File: config.mk
export PLATFORM = sky130hd
export DESIGN_NAME = cgc_cell
export DESIGN_NICKNAME = d
export VERILOG_FILES = /design/src/rtl/cgc_pkg.sv /design/src/rtl/cgc_cfg.sv /design/src/rtl/cgc_ctrl.sv /design/src/rtl/cgc_dp.sv /design/src/rtl/cgc_cell.sv
export SDC_FILE = /design/constraint.sdc
export NUM_CORES = 1
export LEC_CHECK = 0
export CAP_MARGIN = 20
export CORE_MARGIN = 10
export CORE_UTILIZATION = 49
export DETAILED_ROUTE_END_ITERATION = 8
export GPL_TIMING_DRIVEN = 1
export PLACE_DENSITY = 0.78
export SYNTH_ARGS = -nofsm -noshare
export SYNTH_HDL_FRONTEND = slang
export SYNTH_SLANG_ARGS = --single-unit
File: constraint.sdc
create_clock -name clk -period 4.3 [get_ports clk]
set_clock_uncertainty 0.2 [all_clocks]
set_input_delay 0.645 -clock clk [delete_from_list [all_inputs] [get_ports clk]]
set_output_delay 0.645 -clock clk [all_outputs]
set_load 0.01 [all_outputs]
File: src/rtl/cgc_pkg.sv
package cgc_pkg;
  localparam int DATA_W = 16;
  localparam int DEC_W  = 2;
  localparam int WORD_W = DATA_W + DEC_W;
  localparam int OP_W   = 4;
  localparam int ROLE_W = 2;

  typedef enum logic [ROLE_W-1:0] {
    ROLE_OFF     = 2'd0,
    ROLE_ROUTE   = 2'd1,
    ROLE_COMPUTE = 2'd2
  } role_e;

  typedef enum logic [OP_W-1:0] {
    OP_ADD = 4'd0,  OP_SUB = 4'd1,  OP_AND = 4'd2,  OP_OR  = 4'd3,
    OP_XOR = 4'd4,  OP_SHL = 4'd5,  OP_SHR = 4'd6,  OP_SRA = 4'd7,
    OP_EQ  = 4'd8,  OP_NE  = 4'd9,  OP_LTU = 4'd10, OP_LTS = 4'd11,
    OP_GTU = 4'd12, OP_GTS = 4'd13
  } opcode_e;

  typedef struct packed {
    logic fireOp;
    logic fireRt;
  } strobe_t;

  function automatic logic [WORD_W-1:0] aluEval(
    input logic [OP_W-1:0]   op,
    input logic [DATA_W-1:0] a,
    input logic [DATA_W-1:0] b
  );
    logic [DATA_W-1:0] d;
    logic cmpRes;
    logic isCmp;
    logic bigShift;
    d        = '0;
    cmpRes   = 1'b0;
    isCmp    = 1'b0;
    bigShift = |b[DATA_W-1:4];
    case (op)
      OP_ADD: d = a + b;
      OP_SUB: d = a - b;
      OP_AND: d = a & b;
      OP_OR:  d = a | b;
      OP_XOR: d = a ^ b;
      OP_SHL: d = bigShift ? '0 : a << b[3:0];
      OP_SHR: d = bigShift ? '0 : a >> b[3:0];
      OP_SRA: d = bigShift ? '0 : DATA_W'($signed(a) >>> b[3:0]);
      OP_EQ:  begin isCmp = 1'b1; cmpRes = (a == b); end
      OP_NE:  begin isCmp = 1'b1; cmpRes = (a != b); end
      OP_LTU: begin isCmp = 1'b1; cmpRes = (a < b); end
      OP_LTS: begin isCmp = 1'b1; cmpRes = ($signed(a) < $signed(b)); end
      OP_GTU: begin isCmp = 1'b1; cmpRes = (a > b); end
      OP_GTS: begin isCmp = 1'b1; cmpRes = ($signed(a) > $signed(b)); end
      default: d = '0;
    endcase
    return isCmp ? {1'b0, cmpRes, {DATA_W{1'b0}}} : {{DEC_W{1'b0}}, d};
  endfunction
endpackage

File: src/rtl/cgc_cfg.sv
module cgc_cfg
  import cgc_pkg::*;
#(
  parameter int NP    = 4,
  parameter int IW    = 2,
  parameter int CFG_W = 24
) (
  input  logic                 clk,
  input  logic                 rstN,
  input  logic                 cfgShiftEn,
  input  logic                 cfgBit,
  input  logic                 cfgDone,
  output logic                 armed,
  output logic [ROLE_W-1:0]    role,
  output logic [OP_W-1:0]      opcode,
  output logic [IW-1:0]        srcA,
  output logic [IW-1:0]        srcB,
  output logic [IW-1:0]        rtSrc,
  output logic [NP-1:0]        dirMask,
  output logic [NP-1:0]        opDest,
  output logic [NP-1:0]        rtDest
);
  localparam int OFF_OP  = ROLE_W;
  localparam int OFF_A   = OFF_OP + OP_W;
  localparam int OFF_B   = OFF_A + IW;
  localparam int OFF_R   = OFF_B + IW;
  localparam int OFF_DIR = OFF_R + IW;
  localparam int OFF_OD  = OFF_DIR + NP;
  localparam int OFF_RD  = OFF_OD + NP;

  logic [CFG_W-1:0] shReg;

  always_ff @(posedge clk or negedge rstN) begin
    if (!rstN) begin
      shReg <= '0;
      armed <= 1'b0;
    end else if (cfgShiftEn) begin
      shReg <= {cfgBit, shReg[CFG_W-1:1]};
      armed <= 1'b0;
    end else if (cfgDone) begin
      armed <= 1'b1;
    end
  end

  assign role    = shReg[0 +: ROLE_W];
  assign opcode  = shReg[OFF_OP +: OP_W];
  assign srcA    = shReg[OFF_A +: IW];
  assign srcB    = shReg[OFF_B +: IW];
  assign rtSrc   = shReg[OFF_R +: IW];
  assign dirMask = shReg[OFF_DIR +: NP];
  assign opDest  = shReg[OFF_OD +: NP];
  assign rtDest  = shReg[OFF_RD +: NP];
endmodule

File: src/rtl/cgc_ctrl.sv
module cgc_ctrl
  import cgc_pkg::*;
#(
  parameter int NP = 4,
  parameter int IW = 2
) (
  input  logic              clk,
  input  logic              rstN,
  input  logic              cfgShiftEn,
  input  logic              armed,
  input  logic [ROLE_W-1:0] role,
  input  logic [IW-1:0]     srcA,
  input  logic [IW-1:0]     srcB,
  input  logic [IW-1:0]     rtSrc,
  input  logic [NP-1:0]     dirMask,
  input  logic [NP-1:0]     opDest,
  input  logic [NP-1:0]     rtDest,
  input  logic [NP-1:0]     inValid,
  input  logic [NP-1:0]     outReady,
  output logic [NP-1:0]     inReady,
  output logic [NP-1:0]     outValid,
  output logic [NP-1:0]     selOp,
  output strobe_t           stb
);
  logic [NP-1:0] opPend, rtPend;
  logic [NP-1:0] opDestEff, rtDestEff;
  logic isOp, isRt, aValid, bValid, rValid;
  logic fireOp, fireRt;

  always_comb begin
    isOp      = armed && (role == ROLE_COMPUTE);
    isRt      = armed && ((role == ROLE_ROUTE) || (role == ROLE_COMPUTE));
    aValid    = inValid[srcA] && !dirMask[srcA];
    bValid    = inValid[srcB] && !dirMask[srcB];
    rValid    = inValid[rtSrc] && !dirMask[rtSrc];
    opDestEff = opDest & dirMask;
    rtDestEff = rtDest & dirMask;
    fireOp    = isOp && aValid && bValid && (opPend == '0)
                && ((opDestEff & rtPend) == '0);
    fireRt    = isRt && rValid && (rtPend == '0)
                && ((rtDestEff & opPend) == '0)
                && !(fireOp && ((opDestEff & rtDestEff) != '0));
    for (int p = 0; p < NP; p++) begin
      inReady[p] = !dirMask[p] &&
                   ((fireOp && ((IW'(p) == srcA) || (IW'(p) == srcB))) ||
                    (fireRt && (IW'(p) == rtSrc)));
    end
  end

  always_ff @(posedge clk or negedge rstN) begin
    if (!rstN) begin
      opPend <= '0;
      rtPend <= '0;
    end else if (cfgShiftEn) begin
      opPend <= '0;
      rtPend <= '0;
    end else begin
      opPend <= fireOp ? opDestEff : (opPend & ~outReady);
      rtPend <= fireRt ? rtDestEff : (rtPend & ~outReady);
    end
  end

  assign outValid   = opPend | rtPend;
  assign selOp      = opPend;
  assign stb.fireOp = fireOp;
  assign stb.fireRt = fireRt;
endmodule

File: src/rtl/cgc_dp.sv
module cgc_dp
  import cgc_pkg::*;
#(
  parameter int NP = 4,
  parameter int IW = 2
) (
  input  logic               clk,
  input  logic               rstN,
  input  strobe_t            stb,
  input  logic [OP_W-1:0]    opcode,
  input  logic [IW-1:0]      srcA,
  input  logic [IW-1:0]      srcB,
  input  logic [IW-1:0]      rtSrc,
  input  logic [NP-1:0]      selOp,
  input  logic [NP*WORD_W-1:0] inWord,
  output logic [NP*WORD_W-1:0] outWord
);
  logic [DATA_W-1:0] opA, opB;
  logic [WORD_W-1:0] rtIn, opReg, rtReg;

  assign opA  = inWord[srcA*WORD_W +: DATA_W];
  assign opB  = inWord[srcB*WORD_W +: DATA_W];
  assign rtIn = inWord[rtSrc*WORD_W +: WORD_W];

  always_ff @(posedge clk or negedge rstN) begin
    if (!rstN) begin
      opReg <= '0;
      rtReg <= '0;
    end else begin
      if (stb.fireOp) opReg <= aluEval(opcode, opA, opB);
      if (stb.fireRt) rtReg <= rtIn;
    end
  end

  for (genvar p = 0; p < NP; p++) begin : g_out
    assign outWord[p*WORD_W +: WORD_W] = selOp[p] ? opReg : rtReg;
  end
endmodule

File: src/rtl/cgc_cell.sv
module cgc_cell
  import cgc_pkg::*;
#(
  parameter int PORTS_PER_SIDE = 1
) (
  input  logic                                clk,
  input  logic                                rstN,
  input  logic                                cfgShiftEn,
  input  logic                                cfgBit,
  input  logic                                cfgDone,
  input  logic [4*PORTS_PER_SIDE-1:0]         inValid,
  input  logic [4*PORTS_PER_SIDE*WORD_W-1:0]  inWord,
  output logic [4*PORTS_PER_SIDE-1:0]         inReady,
  output logic [4*PORTS_PER_SIDE-1:0]         outValid,
  output logic [4*PORTS_PER_SIDE*WORD_W-1:0]  outWord,
  input  logic [4*PORTS_PER_SIDE-1:0]         outReady
);
  localparam int NP    = 4 * PORTS_PER_SIDE;
  localparam int IW    = $clog2(NP);
  localparam int CFG_W = ROLE_W + OP_W + 3 * IW + 3 * NP;

  logic              armed;
  logic [ROLE_W-1:0] role;
  logic [OP_W-1:0]   opcode;
  logic [IW-1:0]     srcA, srcB, rtSrc;
  logic [NP-1:0]     dirMask, opDest, rtDest, selOp;
  strobe_t           stb;

  cgc_cfg #(.NP(NP), .IW(IW), .CFG_W(CFG_W)) u_cfg (
    .clk(clk), .rstN(rstN), .cfgShiftEn(cfgShiftEn), .cfgBit(cfgBit),
    .cfgDone(cfgDone), .armed(armed), .role(role), .opcode(opcode),
    .srcA(srcA), .srcB(srcB), .rtSrc(rtSrc), .dirMask(dirMask),
    .opDest(opDest), .rtDest(rtDest)
  );

  cgc_ctrl #(.NP(NP), .IW(IW)) u_ctrl (
    .clk(clk), .rstN(rstN), .cfgShiftEn(cfgShiftEn), .armed(armed),
    .role(role), .srcA(srcA), .srcB(srcB), .rtSrc(rtSrc),
    .dirMask(dirMask), .opDest(opDest), .rtDest(rtDest),
    .inValid(inValid), .outReady(outReady), .inReady(inReady),
    .outValid(outValid), .selOp(selOp), .stb(stb)
  );

  cgc_dp #(.NP(NP), .IW(IW)) u_dp (
    .clk(clk), .rstN(rstN), .stb(stb), .opcode(opcode), .srcA(srcA),
    .srcB(srcB), .rtSrc(rtSrc), .selOp(selOp), .inWord(inWord),
    .outWord(outWord)
  );
endmodule

==> run summary <==
Run status: completed
Final worst path period need: 4140 ps
CTS root buf: clkbuf_16
Initial drt markers: 1182
I/O pins: 165
Sw Share: 0.497
Die H: 155 um
DRC: 0
Crit start category: primary input
Clk sink count: 68
Setup bufs post-CTS: 0
Top FF cell, synth: dfrtp_1
Unrepaired setup endpoints after global routing: true
Worst EP arrival: 4160 ps
Via density: 6.61
Fin. Hold Viols: 0
CP required: 4320 ps
Max FO, Critical Path: 4
Core Box Area: 18000 um2
Final Wtd Congestion: 1.00
First-pass GRT wire length: 54.3 mm
Hpwl dp: 28.6 mm
Total CTS buffers: 9
Max-cap violation count: 0
Rel. slew slack: 0.414
Metal-1 WL: 14.1 mm
Internal power: 4390 uW
Area of the mapped netlist: 8980 um2
Syn_area_per_cell: 8.84 um2
Number of synthesized flops with an enable pin: 0
Top Metal Used: met4
Clock latency on the worst-skew pair: 340 ps
P&R area growth vs syn: 28.0%
Power per standard cell area: 760 nW/um2
Yosys reg bits: 68
HP Class: in2async
Die Area: 24100 um2
Layout cells sized above 1: 0.227
CP Class: in2reg
Via count: 9415
F_max: 242 MHz
Count leader, synth: nand2_1
Switching pwr: 4340 uW
Tcrit/Tclk final: 0.962
Ranking of synthesized cells by area: dfrtp_1 (19%), mux2_2 (14%), mux4_2 (12%), ha_1 (7.2%), nand2_1 (5.0%)
Die Wd: 155 um
Post-detailed-route wirelength per cell: 25.2 um
Combinational fraction of design power: 0.769
Post-cts resize count: 0
TritonCTS clock tree: done
Number of diodes: 0
Crit path capture type: flop
Post-synthesis sequential area ratio: 0.190
Starting Density: 0.500
Syn Nets: 1154
Flop2flop setup slack: 200 ps
Number of buffers added on ports: 164
Synth Warn #: 0
# hold bufs at CTS: 0
Synth unique cells: 75
Total GRT Usage: 0.285
1st-pass router iterations: 5
Nets: 1330
Slew Limit Fails: 0
DP Area: 11200 um2
Flop pwr share: 0.145
Post-layout util: 0.640
Vias in the first global route: 9067
Initial antenna violation count: 0
CTS clk-pin slew, worst paths: 60 ps
Routed Antenna Nets: 0
Worst slew pin tran: 880 ps
VDD IR max: 325 uV
Detailed Route WL: 35.9 mm
FP Rows: 49
H-tree depth: 3
Fill cells: 1503
Final instance area: 11500 um2
Clk pwr share: 0.086
Top cell type's share of synthesized area: 0.190
Synth Instances: 1015
DR WL met2: 16.5 mm
Pin count of the biggest net entering global routing: 69
P_leak: 0.00485 uW
Final Setup Violations: 0
Post-synth ARST share: 1.00
Yosys top cell by area: dfrtp_1
Global route total overflow: 0
Top cells by count, synth: nand2_1 (120), mux2_2 (110), nor2_1 (69), dfrtp_1 (68), inv_1 (60)
Routed met3 length: 3.95 mm
Clock buffer depth: 2
==> metrics by stage <==
| stage | hold WS (ps) | total power (uW) | std cells | setup TNS (ps) | worst slack [ps] |
|---|---|---|---|---|---|
| after floorplan | 149 | 5230 | 1015 | 0 | 24.4 |
| after global placement | 292 | 7710 | 1409 | -473 | -180 |
| after detailed placement | 320 | 7760 | 1409 | -942 | -298 |
| after CTS | 333 | 8540 | 1425 | 0 | 26.8 |
| after global routing | 354 | 9200 | 1425 | -57.8 | -57.8 |
| final | 304 | 8730 | 1425 | 0 | 163 |
==> final cells by class <==
cell class,count,area [um2],share of cell area
inverter,62,233,0.0203
multi-input combinational,804,6690,0.582
tap,229,287,0.0249
timing repair buffer,246,2280,0.198
clock buffer,9,225,0.0196
sequential,68,1700,0.148
clock inverter,7,75.1,0.00653
==> worst max-delay path: stages <==
cell and delay [ps]:
clkdlybuf4s50_1 450, mux4_2 560, inv_1 110, ha_1 180, inv_1 70, fa_1 440, nor2b_1 150, o21ai_2 140
a21boi_0 130, buf_4 170, o21a_1 200, o41ai_1 260, buf_4 180, a21oi_1 70, xor2_1 160, o31ai_1 240
==> routing by layer <==
| layer | track usage | vias to the layer above |
|---|---|---|
| met2 | 0.445 | 646 |
| met3 | 0.0709 | 89 |
| li1 | - | 4128 |
| met4 | 0.0954 | 0 |
| met5 | 0 | - |
| met1 | 0.377 | 4552 |
==> worst paths after layout <==
path / start / end / depth (start not counted)
min in group clk: u_cfg.shReg[1] / u_cfg.shReg[0] / 2
max in group asynchronous: rstN / u_dp.opReg[12] / 2
max reg2reg: u_cfg.shReg[6] / u_dp.opReg[15] / 12
min reg2reg: u_cfg.shReg[1] / u_cfg.shReg[0] / 2
max: inWord[0] / u_dp.opReg[12] / 16
min: rstN / u_cfg.shReg[22] / 2
==> cell usage in the layout, fill, tap and decap left out, drive strengths merged, types with 7 or more instances in the layout <==
| master | count |
|---|---|
| nand2 | 120 |
| clkdlybuf4s50 | 163 |
| nand2b | 8 |
| xnor2 | 14 |
| a32oi | 9 |
| inv | 63 |
| buf | 83 |
| ha | 52 |
| and3 | 9 |
| dfrtp | 68 |
| clkbuf | 9 |
| mux2 | 116 |
| nor2b | 9 |
| a221oi | 7 |
| a211oi | 12 |
| a21oi | 54 |
| o211ai | 10 |
| o21ai | 54 |
| o22ai | 9 |
| nor3 | 14 |
| nand3 | 23 |
| or2 | 7 |
| mux2i | 38 |
| a21o | 7 |
| mux4 | 55 |
| a31oi | 9 |
| nor4 | 11 |
| o21bai | 7 |
| nor2 | 69 |
==> power groups by stage <==
stage | registers (uW) | logic, uW | clock network (uW)
2_1_floorplan | 1040 | 4190 | 0
3_3_place_gp | 1240 | 6470 | 0
3_5_place_dp | 1260 | 6510 | 0
4_1_cts | 1250 | 6550 | 750
5_1_grt | 1300 | 7130 | 781
6_report | 1270 | 6720 | 750
==> logic make-up (layout without fill, tap and decap cells) <==
kind of cell	count (synthesis)	in the layout	synth area share
AOI/OAI and AO/OA	237	237	0.176
xor gates and xnor gates	15	15	0.0146
adders and majority gates	54	54	0.0769
buffers and inverters	143	324	0.0665
DFF	68	68	0.190
muxes	209	209	0.331
and+or+nand+nor	289	289	0.146
==> flip-flops by register name, indices dropped and copies added (netlist names) <==
| register | count |
|---|---|
| u_cfg.shReg | 24 |
| u_dp.rtReg | 18 |
| u_dp.opReg | 17 |
| u_ctrl.rtPend | 4 |
| u_ctrl.selOp | 4 |
| u_cfg.armed | 1 |
Power figures use the tool's default switching activity.
